$ cat config.mk
export PLATFORM = sky130hd
export DESIGN_NAME = txn_conflict_tracker
export DESIGN_NICKNAME = d
export VERILOG_FILES = /design/src/rtl/tct_pkg.sv /design/src/rtl/tct_line_table.sv /design/src/rtl/tct_store_buf.sv /design/src/rtl/txn_conflict_tracker.sv
export SDC_FILE = /design/constraint.sdc
export NUM_CORES = 1
export LEC_CHECK = 0
export BUFFER_PORTS_ARGS = -buffer_cell sky130_fd_sc_hd__buf_4
export CAP_MARGIN = 20
export CORE_MARGIN = 3
export CORE_UTILIZATION = 50
export DETAILED_ROUTE_END_ITERATION = 10
export GPL_TIMING_DRIVEN = 0
export MAX_ROUTING_LAYER = met4
export PLACE_DENSITY_LB_ADDON = 0.15
export SLEW_MARGIN = 15
export SYNTH_ARGS = -nofsm -noshare
export SYNTH_HDL_FRONTEND = slang
export SYNTH_SLANG_ARGS = --single-unit
$ cat constraint.sdc
create_clock -name clk -period 3.9 [get_ports clk]
set_clock_uncertainty 0.2 [all_clocks]
set_input_delay 0.39 -clock clk [delete_from_list [all_inputs] [get_ports clk]]
set_output_delay 0.39 -clock clk [all_outputs]
set_load 0.01 [all_outputs]
$ cat src/rtl/tct_pkg.sv
package tct_pkg;
   typedef enum logic [1:0] {
      CAUSE_EXPLICIT = 2'd0,
      CAUSE_CONFLICT = 2'd1,
      CAUSE_CAPACITY = 2'd2,
      CAUSE_NEST     = 2'd3
   } abort_cause_e;

   typedef enum logic [1:0] {
      ST_IDLE  = 2'd0,
      ST_RUN   = 2'd1,
      ST_DRAIN = 2'd2
   } tx_state_e;
endpackage

$ cat src/rtl/tct_line_table.sv
module tct_line_table #(
   parameter int LINE_W    = 10,
   parameter int NUM_LINES = 4
) (
   input  logic              clk,
   input  logic              rst_n,
   input  logic              clear_i,
   input  logic              acc_req_i,
   input  logic              upd_en_i,
   input  logic [LINE_W-1:0] acc_line_i,
   input  logic              acc_store_i,
   input  logic              snp_valid_i,
   input  logic [LINE_W-1:0] snp_line_i,
   input  logic              snp_write_i,
   input  logic              ev_valid_i,
   input  logic [LINE_W-1:0] ev_line_i,
   output logic              conflict_o,
   output logic              evict_hit_o,
   output logic              no_room_o
);
   localparam int IDX_W = $clog2(NUM_LINES);

   logic [NUM_LINES-1:0] vld_q, rd_q, wr_q;
   logic [LINE_W-1:0]    tag_q [NUM_LINES];
   logic [NUM_LINES-1:0] acc_hit, snp_hit, ev_hit;
   logic [IDX_W-1:0]     free_idx;
   logic                 have_free, acc_hit_any;

   for (genvar g = 0; g < NUM_LINES; g++) begin : g_cmp
      assign acc_hit[g] = vld_q[g] && (tag_q[g] == acc_line_i);
      assign snp_hit[g] = vld_q[g] && (tag_q[g] == snp_line_i);
      assign ev_hit[g]  = vld_q[g] && (tag_q[g] == ev_line_i);
   end

   always_comb begin
      free_idx  = '0;
      have_free = 1'b0;
      for (int i = NUM_LINES - 1; i >= 0; i--) begin
         if (!vld_q[i]) begin
            free_idx  = IDX_W'(i);
            have_free = 1'b1;
         end
      end
   end

   assign acc_hit_any = |acc_hit;
   assign no_room_o   = acc_req_i && !acc_hit_any && !have_free;
   assign evict_hit_o = ev_valid_i && (|ev_hit);
   assign conflict_o  = snp_valid_i &&
                        (|(snp_hit & (wr_q | ({NUM_LINES{snp_write_i}} & rd_q))));

   always_ff @(posedge clk) begin
      if (!rst_n || clear_i) begin
         vld_q <= '0;
         rd_q  <= '0;
         wr_q  <= '0;
         for (int i = 0; i < NUM_LINES; i++) tag_q[i] <= '0;
      end else if (upd_en_i) begin
         if (acc_hit_any) begin
            for (int i = 0; i < NUM_LINES; i++) begin
               if (acc_hit[i]) begin
                  if (acc_store_i) wr_q[i] <= 1'b1;
                  else             rd_q[i] <= 1'b1;
               end
            end
         end else if (have_free) begin
            vld_q[free_idx] <= 1'b1;
            tag_q[free_idx] <= acc_line_i;
            wr_q[free_idx]  <= acc_store_i;
            rd_q[free_idx]  <= !acc_store_i;
         end
      end
   end
endmodule

$ cat src/rtl/tct_store_buf.sv
module tct_store_buf #(
   parameter int ADDR_W   = 12,
   parameter int DATA_W   = 16,
   parameter int SB_DEPTH = 4
) (
   input  logic              clk,
   input  logic              rst_n,
   input  logic              clear_i,
   input  logic              push_i,
   input  logic [ADDR_W-1:0] push_addr_i,
   input  logic [DATA_W-1:0] push_data_i,
   input  logic              pop_i,
   output logic              full_o,
   output logic              empty_o,
   output logic              last_o,
   output logic [ADDR_W-1:0] head_addr_o,
   output logic [DATA_W-1:0] head_data_o
);
   localparam int CNT_W = $clog2(SB_DEPTH + 1);
   localparam int IDX_W = $clog2(SB_DEPTH);

   logic [ADDR_W-1:0] addr_q [SB_DEPTH];
   logic [DATA_W-1:0] data_q [SB_DEPTH];
   logic [CNT_W-1:0]  wr_ptr_q, rd_ptr_q;

   assign full_o      = (wr_ptr_q == CNT_W'(SB_DEPTH));
   assign empty_o     = (wr_ptr_q == rd_ptr_q);
   assign last_o      = ((rd_ptr_q + CNT_W'(1)) == wr_ptr_q);
   assign head_addr_o = addr_q[rd_ptr_q[IDX_W-1:0]];
   assign head_data_o = data_q[rd_ptr_q[IDX_W-1:0]];

   always_ff @(posedge clk) begin
      if (!rst_n || clear_i) begin
         wr_ptr_q <= '0;
         rd_ptr_q <= '0;
      end else begin
         if (push_i && !full_o) begin
            addr_q[wr_ptr_q[IDX_W-1:0]] <= push_addr_i;
            data_q[wr_ptr_q[IDX_W-1:0]] <= push_data_i;
            wr_ptr_q <= wr_ptr_q + CNT_W'(1);
         end
         if (pop_i && !empty_o) rd_ptr_q <= rd_ptr_q + CNT_W'(1);
      end
   end
endmodule

$ cat src/rtl/txn_conflict_tracker.sv
module txn_conflict_tracker
   import tct_pkg::*;
#(
   parameter int ADDR_W    = 12,
   parameter int OFS_W     = 2,
   parameter int DATA_W    = 16,
   parameter int NUM_LINES = 4,
   parameter int SB_DEPTH  = 4,
   parameter int MAX_NEST  = 3
) (
   input  logic              clk,
   input  logic              rst_n,
   input  logic              tx_begin,
   input  logic              tx_end,
   input  logic              tx_abort_req,
   input  logic              ld_valid,
   input  logic [ADDR_W-1:0] ld_addr,
   input  logic              st_valid,
   input  logic [ADDR_W-1:0] st_addr,
   input  logic [DATA_W-1:0] st_data,
   input  logic              snp_valid,
   input  logic [ADDR_W-1:0] snp_addr,
   input  logic              snp_is_write,
   input  logic              evict_valid,
   input  logic [ADDR_W-1:0] evict_addr,
   output logic              commit_pulse,
   output logic              abort_pulse,
   output logic [1:0]        abort_cause,
   output logic              mem_wr_valid,
   output logic [ADDR_W-1:0] mem_wr_addr,
   output logic [DATA_W-1:0] mem_wr_data,
   output logic              tx_active
);
   localparam int LINE_W  = ADDR_W - OFS_W;
   localparam int DEPTH_W = $clog2(MAX_NEST + 1);

   if (NUM_LINES < 2) begin : g_bad_lines
      $error("NUM_LINES must be at least 2");
   end
   if (SB_DEPTH < 2) begin : g_bad_depth
      $error("SB_DEPTH must be at least 2");
   end
   if (OFS_W < 0 || OFS_W >= ADDR_W) begin : g_bad_ofs
      $error("OFS_W must leave at least one line address bit");
   end
   if (MAX_NEST < 1) begin : g_bad_nest
      $error("MAX_NEST must be at least 1");
   end

   tx_state_e        state_q;
   logic [DEPTH_W-1:0] depth_q;
   logic             run, drain;
   logic             acc_req, abort_now, commit_now, tbl_clear, sb_clear;
   logic             ab_expl, ab_nest, ab_conf, ab_cap;
   logic [ADDR_W-1:0] acc_addr;
   logic             lt_conflict, lt_evict, lt_no_room;
   logic             sb_full, sb_empty, sb_last;
   abort_cause_e     cause_now;

   assign run      = (state_q == ST_RUN);
   assign drain    = (state_q == ST_DRAIN);
   assign acc_req  = run && (st_valid || ld_valid);
   assign acc_addr = st_valid ? st_addr : ld_addr;

   assign ab_expl = run && tx_abort_req;
   assign ab_nest = run && tx_begin && (depth_q == DEPTH_W'(MAX_NEST));
   assign ab_conf = run && lt_conflict;
   assign ab_cap  = run && (lt_evict || lt_no_room || (st_valid && sb_full));
   assign abort_now  = ab_expl || ab_nest || ab_conf || ab_cap;
   assign commit_now = run && !abort_now && tx_end && (depth_q == DEPTH_W'(1));

   always_comb begin
      if (ab_expl)      cause_now = CAUSE_EXPLICIT;
      else if (ab_nest) cause_now = CAUSE_NEST;
      else if (ab_conf) cause_now = CAUSE_CONFLICT;
      else              cause_now = CAUSE_CAPACITY;
   end

   assign sb_clear  = abort_now || (drain && sb_last);
   assign tbl_clear = sb_clear || (commit_now && sb_empty);

   tct_line_table #(.LINE_W(LINE_W), .NUM_LINES(NUM_LINES)) u_table (
      .clk         (clk),
      .rst_n       (rst_n),
      .clear_i     (tbl_clear),
      .acc_req_i   (acc_req),
      .upd_en_i    (acc_req && !abort_now),
      .acc_line_i  (acc_addr[ADDR_W-1:OFS_W]),
      .acc_store_i (st_valid),
      .snp_valid_i (snp_valid),
      .snp_line_i  (snp_addr[ADDR_W-1:OFS_W]),
      .snp_write_i (snp_is_write),
      .ev_valid_i  (evict_valid),
      .ev_line_i   (evict_addr[ADDR_W-1:OFS_W]),
      .conflict_o  (lt_conflict),
      .evict_hit_o (lt_evict),
      .no_room_o   (lt_no_room)
   );

   tct_store_buf #(.ADDR_W(ADDR_W), .DATA_W(DATA_W), .SB_DEPTH(SB_DEPTH)) u_sbuf (
      .clk         (clk),
      .rst_n       (rst_n),
      .clear_i     (sb_clear),
      .push_i      (run && st_valid && !abort_now),
      .push_addr_i (st_addr),
      .push_data_i (st_data),
      .pop_i       (drain),
      .full_o      (sb_full),
      .empty_o     (sb_empty),
      .last_o      (sb_last),
      .head_addr_o (mem_wr_addr),
      .head_data_o (mem_wr_data)
   );

   always_ff @(posedge clk) begin
      if (!rst_n) begin
         state_q      <= ST_IDLE;
         depth_q      <= '0;
         commit_pulse <= 1'b0;
         abort_pulse  <= 1'b0;
         abort_cause  <= 2'd0;
      end else begin
         commit_pulse <= commit_now;
         abort_pulse  <= abort_now;
         if (abort_now) abort_cause <= cause_now;
         unique case (state_q)
            ST_IDLE: if (tx_begin) begin
               state_q <= ST_RUN;
               depth_q <= DEPTH_W'(1);
            end
            ST_RUN: begin
               if (abort_now) begin
                  state_q <= ST_IDLE;
                  depth_q <= '0;
               end else if (commit_now) begin
                  state_q <= sb_empty ? ST_IDLE : ST_DRAIN;
                  depth_q <= '0;
               end else if (tx_begin) begin
                  depth_q <= depth_q + DEPTH_W'(1);
               end else if (tx_end) begin
                  depth_q <= depth_q - DEPTH_W'(1);
               end
            end
            ST_DRAIN: if (sb_last) state_q <= ST_IDLE;
            default:  state_q <= ST_IDLE;
         endcase
      end
   end

   assign mem_wr_valid = drain;
   assign tx_active    = (state_q != ST_IDLE);
endmodule

=== After elaboration in Yosys (flattened, before gate mapping) ===
Memories as Yosys holds them, arrays and structs flattened. A register that Yosys moved wholly into a read port is not among the register bits.
Cells that the tools add are included.
W data, S select, Z words.

* Flip-flop bits (word level): 26
* Bits in writable memories: 152
* Input port bits: 74
* Output and inout port bits: 34
* Memories: 3

{| class="wikitable"
|+ Memory list
! memory !! depth !! width !! read ports !! clocked after memory_dff !! write ports !! line !! source
|-
| u_sbuf.data_q || 4 || 16 || 1 || 1 || 1 || tct_store_buf.sv:23 || <nowiki>logic [DATA_W-1:0] data_q [SB_DEPTH];</nowiki>
|-
| u_sbuf.addr_q || 4 || 12 || 1 || 1 || 1 || tct_store_buf.sv:22 || <nowiki>logic [ADDR_W-1:0] addr_q [SB_DEPTH];</nowiki>
|-
| u_table.tag_q || 4 || 10 || 4 || 0 || 4 || tct_line_table.sv:24 || <nowiki>logic [LINE_W-1:0] tag_q [NUM_LINES];</nowiki>
|}

* Add/sub/neg operators: 4
* $lt $le $gt $ge: 2
* Eq/ne operators: 29
* Muxes and demuxes: 58
* Bitwise logic cells: 5
* Reduce and logical (&&, ||, !) cells: 70

{| class="wikitable"
|+ Operator list
! cell !! number
|-
| $eq A10 B10 Y1 || 12
|-
| $mux W2 || 21
|-
| $logic_and A1 B1 Y1 || 34
|-
| $reduce_and A4 Y1 || 8
|-
| $mux W1 || 26
|-
| $mux W4 || 4
|-
| $mux W12 || 1
|-
| $reduce_or A4 Y1 || 3
|-
| $logic_or A1 B1 Y1 || 10
|-
| $mux W10 || 1
|-
| $ne A2 B1 Y1 const B || 5
|-
| $reduce_or A10 Y1 || 1
|-
| $reduce_and A3 Y1 || 3
|-
| $and A4 B4 Y4 || 2
|-
| $bwmux W4 || 2
|-
| $or A4 B4 Y4 || 2
|-
| $logic_not A1 Y1 || 7
|-
| $add A3 B1 Y3 const B || 2
|-
| $eq A3 B3 Y1 || 2
|-
| $ne A2 B2 Y1 const B || 3
|-
| $pmux W2 S3 || 1
|-
| $reduce_bool A2 Y1 || 3
|-
| $ne A5 B3 Y1 const B || 1
|-
| $eq A2 B1 Y1 const B || 2
|-
| 11 further kinds || 12
|}

=== Longest topological paths before layout ===
* Depth after elaboration: 22
* Gate-level depth with buffers: 12

=== Hierarchy ===
Synthesis repeated with hierarchy kept, for this count alone.

* Cells, all modules: 648
* Area total of the unflattened synthesis: 8772.2 um^2

{| class="wikitable"
|+ Modules (own cells, without submodules)
! module !! times used !! cells an instance !! area each (um^2) !! sequential area each (um^2)
|-
| tct_store_buf || 1 || 208 || 4584.4 || 3523.4
|-
| tct_line_table || 1 || 370 || 3585.9 || 1441.4
|-
| txn_conflict_tracker || 1 || 70 || 601.8 || 160.2
|}

=== Worst setup path after synthesis ===
OpenSTA, ideal clock, no wires.

* Path type: input port to flip-flop
* Start: in st_valid
* End: mem u_sbuf.addr_q[3][0], enable pin
* Library setup time: 413 ps
* Arrival time: 3412 ps
* Required time: 3287 ps
* Slack: -125 ps
* Stages on the path: 12
* Buffers on the path: 3
* Cells stage by stage: buf_12 > buf_12 > mux2i_4 > xnor2_1 > nor4_2 > and3_1 > nor4_4 > nand3b_2 > a21oi_4 > or2_1 > buf_2 > nor2_1

* Longest elaborated chain between the ends: 17

{| class="wikitable"
|+ Ends and longest elaborated chain
! item !! line !! source
|-
| start: declaration || txn_conflict_tracker.sv:18 || <nowiki>input logic st_valid,</nowiki>
|-
| $mux W12 || txn_conflict_tracker.sv:63 || <nowiki>assign acc_addr = st_valid ? st_addr : ld_addr;</nowiki>
|-
| $eq A10 B10 Y1 || tct_line_table.sv:30 || <nowiki>assign acc_hit[g] = vld_q[g] && (tag_q[g] == acc_line_i);</nowiki>
|-
| $logic_and A1 B1 Y1 || tct_line_table.sv:30 ||
|-
| $reduce_or A4 Y1 || tct_line_table.sv:46 || <nowiki>assign acc_hit_any = |acc_hit;</nowiki>
|-
| $logic_not A1 Y1 || tct_line_table.sv:47 || <nowiki>assign no_room_o = acc_req_i && !acc_hit_any && !have_free;</nowiki>
|-
| $logic_and A1 B1 Y1 (2 in a row) || tct_line_table.sv:47 ||
|-
| $logic_or A1 B1 Y1 (2 in a row) || txn_conflict_tracker.sv:68 || <nowiki>assign ab_cap = run && (lt_evict || lt_no_room || (st_valid && sb_full));</nowiki>
|-
| $logic_and A1 B1 Y1 || txn_conflict_tracker.sv:68 ||
|-
| $logic_or A1 B1 Y1 || txn_conflict_tracker.sv:69 || <nowiki>assign abort_now = ab_expl || ab_nest || ab_conf || ab_cap;</nowiki>
|-
| $logic_not A1 Y1 || txn_conflict_tracker.sv:104 || <nowiki>.push_i (run && st_valid && !abort_now),</nowiki>
|-
| $logic_and A1 B1 Y1 || txn_conflict_tracker.sv:104 ||
|-
| $logic_and A1 B1 Y1 || tct_store_buf.sv:37 || <nowiki>if (push_i && !full_o) begin</nowiki>
|-
| $mux W1 || tct_store_buf.sv:37 ||
|-
| $mux W1 * || tct_store_buf.sv:33 || <nowiki>if (!rst_n || clear_i) begin</nowiki>
|-
| $mux W1 (implied by the code) * || tct_store_buf.sv:38 || <nowiki>addr_q[wr_ptr_q[IDX_W-1:0]] <= push_addr_i;</nowiki>
|-
| end: declaration || tct_store_buf.sv:22 ||
|}

Mark *: on every way between the ends. The rest lies on a longest branch, timed or not.

=== Worst setup path in the final report ===
* Start: in st_addr[8]
* End: mem u_sbuf.data_q[1][12], enable pin

* Longest elaborated chain between the ends: 17

{| class="wikitable"
|+ Ends and longest elaborated chain
! item !! line !! source
|-
| start: declaration || txn_conflict_tracker.sv:19 || <nowiki>input logic [ADDR_W-1:0] st_addr,</nowiki>
|-
| $mux W12 * || txn_conflict_tracker.sv:63 ||
|-
| $eq A10 B10 Y1 || tct_line_table.sv:30 ||
|-
| $logic_and A1 B1 Y1 || tct_line_table.sv:30 ||
|-
| $reduce_or A4 Y1 * || tct_line_table.sv:46 ||
|-
| $logic_not A1 Y1 * || tct_line_table.sv:47 ||
|-
| $logic_and A1 B1 Y1 * (2 in a row) || tct_line_table.sv:47 ||
|-
| $logic_or A1 B1 Y1 * (2 in a row) || txn_conflict_tracker.sv:68 ||
|-
| $logic_and A1 B1 Y1 * || txn_conflict_tracker.sv:68 ||
|-
| $logic_or A1 B1 Y1 * || txn_conflict_tracker.sv:69 ||
|-
| $logic_not A1 Y1 || txn_conflict_tracker.sv:104 ||
|-
| $logic_and A1 B1 Y1 || txn_conflict_tracker.sv:104 ||
|-
| $logic_and A1 B1 Y1 || tct_store_buf.sv:37 ||
|-
| $mux W1 || tct_store_buf.sv:37 ||
|-
| $mux W1 * || tct_store_buf.sv:33 ||
|-
| $mux W1 (implied by the code) * || tct_store_buf.sv:39 || <nowiki>data_q[wr_ptr_q[IDX_W-1:0]] <= push_data_i;</nowiki>
|-
| end: declaration || tct_store_buf.sv:23 ||
|}

Marked as above.

==> out/metrics.csv <==
metric;value;unit
grt_antenna_before_repair;0;
layout-drive-gt1-share;25.0;%
min_to;u_sbuf.addr_q[3][2];
placement.cell_area;0.00972;sq mm
io_buffers;90;
p_int;3210;uW
post-place-ws;-0.0921;ns
finalHoldViolations;0;
drt_wl_total;20000;um
max_freq;268;MHz
ys.flop_type;edfxtp_1;
grt_max_degree;29;
path_cells;dlygate4sd3_1 -> buf_4 -> mux2i_4 -> xor2_1 -> and4_1 -> and3_4 -> nor4_4 -> nand3b_2 -> a21oi_4 -> nor2_1 -> and3_2;
crit_required;3.78;ns
wl_per_cell;20.0;um
clkPwrFrac;37.9;%
maxSlewViolCount;0;
async_reset_ff_share;0;%
finalInstanceArea;0.0106;sq mm
p_seq_share;51.0;%
grt_pass1_wl;30900;um
total_power;4300;uW
min-delay-start;st_addr[2];
rsz0062_at_grt;yes;
leakage;0.00367;uW
outcome;completed;
power.switching;1090;uW
netlist_instances;626;
grt.total_usage;21.5;%
end_kind;register;
fin_ws;0.169;ns
fin_crit_sh;95.7;%
max-vdd-ir-drop;0.322;mV
reg2reg_depth;11;
cts_tree;built;
cts_made_buffers;17;
htreeDepth;4;
hpwl;14400;um
critPathLaunchType;primary input;
min_period;3.73;ns
combinationalPowerShare;11.1;%
dr_total_vias;5550;
final_cell_count_no_fill;996;
syn-mean-instance-area;13.9;sq um
max_cap_viol_count;0;
critPathArrivalTime;3.61;ns
nFillCells;1322;
whs;0.0125;ns
drtIter0Drc;320;
dp_cells;937;
r2r-start;u_table.tag_q[0][0];
die_h;138;um
sw_frac_of_total;25.4;%
synth_area_leaders;edfxtp_1 52%, xnor2_1 8.1%, mux4_2 7.2%;
postRouteAntennaNets;0;
fin_nets;844;
yosysSeqAreaShare;58.7;%
synth_nets;707;
rows;47;
root_buffer;clkbuf_16;
cpPeakStageDelay;0.54;ns
netlist.area_leader.share;52.3;%
reg2reg_to;u_table.tag_q[2][3];
antenna_cells;0;
clkSlewWorstSetupHoldPaths;0.06;ns
synth_cell_type_count;54;
slowest_stage;dlygate4sd3_1;
ys_warn_count;0;
firstDrtPassIters;5;
power_density;406;mW/mm^2
synth_seq_cells;180;
setup_viol_count_final;0;
syn_area;0.00873;sq mm
drc;0;
layout_common_cells;152 x edfxtp_1, 91 x buf_4, 81 x xnor2_1;
synth_edf_count;152;
area_growth;21.3;%
crit_type;primary input to register;
grt_pass1_vias;5641;
synth_top_area_cell;edfxtp_1;
initial_core_util;51.9;%
clkLatencyLatePin;0.43;ns
io_pins;108;
reg2reg_setup_slack;0.26;ns
die_area;0.0191;sq mm
gp_congestion;0.888;
relSlewSlack;43.8;%
cts.sinks;180;
vias_per_cell;5.57;
overflow;0;
whs_path_depth;1;
cts.path.max_buffers;2;
die_w;138;um
core_area;0.0168;sq mm
final_common_cell;edfxtp_1;
cts_setup_buffers;0;
hold_path.class;primary input to register;
worstMarginPinSlew;0.844;ns
cp_max_fo;28;
-- how the worst max path moves through the flow --
stage / start / to / slack, ns / cells past startpoint
finish: st_addr[8] / u_sbuf.data_q[1][12] / 0.17 / 11
global route: st_addr[8] / u_sbuf.addr_q[0][10] / -0.05 / 11
CTS: st_addr[8] / u_table.tag_q[0][5] / 0.02 / 11
detailed placement: st_valid / u_sbuf.data_q[1][2] / -0.09 / 10
global placement: st_valid / u_sbuf.data_q[3][2] / -0.84 / 11
floorplan: st_valid / u_sbuf.addr_q[3][0] / 0.34 / 12
-- cell usage after synthesis (all sizes together) (4+ instances only) --
cell type and number:
xor2 48, mux2i 16, inv 12, clkbuf 13, nor2 62, or3 4, edfxtp 152, o21ai 19
and3 9, mux4 28, a21oi 15, nand3 13, dfxtp 28, buf 14, nor4 16, ha 7
o22ai 5, nand4 19, xnor2 81, nor3 9, nand2 22
-- layer usage --
| metal | global-route usage [%] | part of all wire (%) | vias to the layer above |
|---|---|---|---|
| met5 | - | 0 | - |
| met4 | 7.33 | 2.1 | 0 |
| met3 | 3.04 | 3.5 | 29 |
| met2 | 34.9 | 51 | 155 |
| met1 | 28.1 | 44 | 2762 |
| li1 | - | - | 2604 |
-- cell type report --
| class | count | area, sq um | share of cell area [%] |
|---|---|---|---|
| well taps | 220 | 275 | 2.60 |
| clock inverters | 15 | 136 | 1.29 |
| inverters | 12 | 45.0 | 0.425 |
| repair buffers | 118 | 973 | 9.19 |
| multi-input cells | 407 | 3450 | 32.6 |
| flip-flops and latches | 180 | 5120 | 48.4 |
| plain buffers | 27 | 160 | 1.51 |
| clock buffers | 17 | 425 | 4.02 |
-- stage by stage --
stage	setup TNS, ns	utilization (%)
after global routing	-2.47	63.0
after floorplan	0	-
after detailed placement	-7.49	57.8
after CTS	0	62.7
after global placement	-78.73	57.6
final	0	63.0
-- kinds of logic after synthesis --
group | after synthesis | share of synthesized area, %
compound gates | 55 | 4.11
flops | 180 | 58.7
xor+xnor | 129 | 12.9
buf+inv | 39 | 2.35
fa+ha+maj | 7 | 1.00
mux | 44 | 10.5
simple gates | 172 | 10.4
-- power groups by stage --
stage,Combinational [uW],Sequential [uW],Clock [uW]
floorplan,280,2220,0
global placement,435,2230,0
detailed placement,446,2240,0
CTS,471,2190,1650
global route,516,2200,1720
finish,477,2190,1630
-- critical path, delay by kind of cell --
| kind | cells | cell delay [ns] |
|---|---|---|
| XOR/XNOR | 1 | 0.18 |
| AO/OA/AOI/OAI | 1 | 0.34 |
| multiplexers | 1 | 0.37 |
| buffers and inverters | 2 | 0.70 |
| AND/OR/NAND/NOR | 6 | 1.62 |
-- registers in the layout, summed over array words and instances, names as in the netlist, named ones only --
| register | flops |
|---|---|
| u_table.vld_q | 4 |
| u_table.rd_q | 4 |
| abort_pulse | 1 |
| commit_pulse | 1 |
| u_sbuf.addr_q | 48 |
| u_sbuf.data_q | 64 |
| u_table.tag_q | 40 |
| depth_q | 2 |
| u_table.wr_q | 4 |
| u_sbuf.rd_ptr_q | 3 |
| abort_cause | 2 |
| u_sbuf.wr_ptr_q | 3 |
| state_q | 2 |
-- repair_timing --
action,in CTS,in global routing
endpoints found under the setup margin,0,144
gates resized for setup,0,8
hold buffers,27,0
hold endpoints to repair,108,0
(Power assumes the default switching activity.)
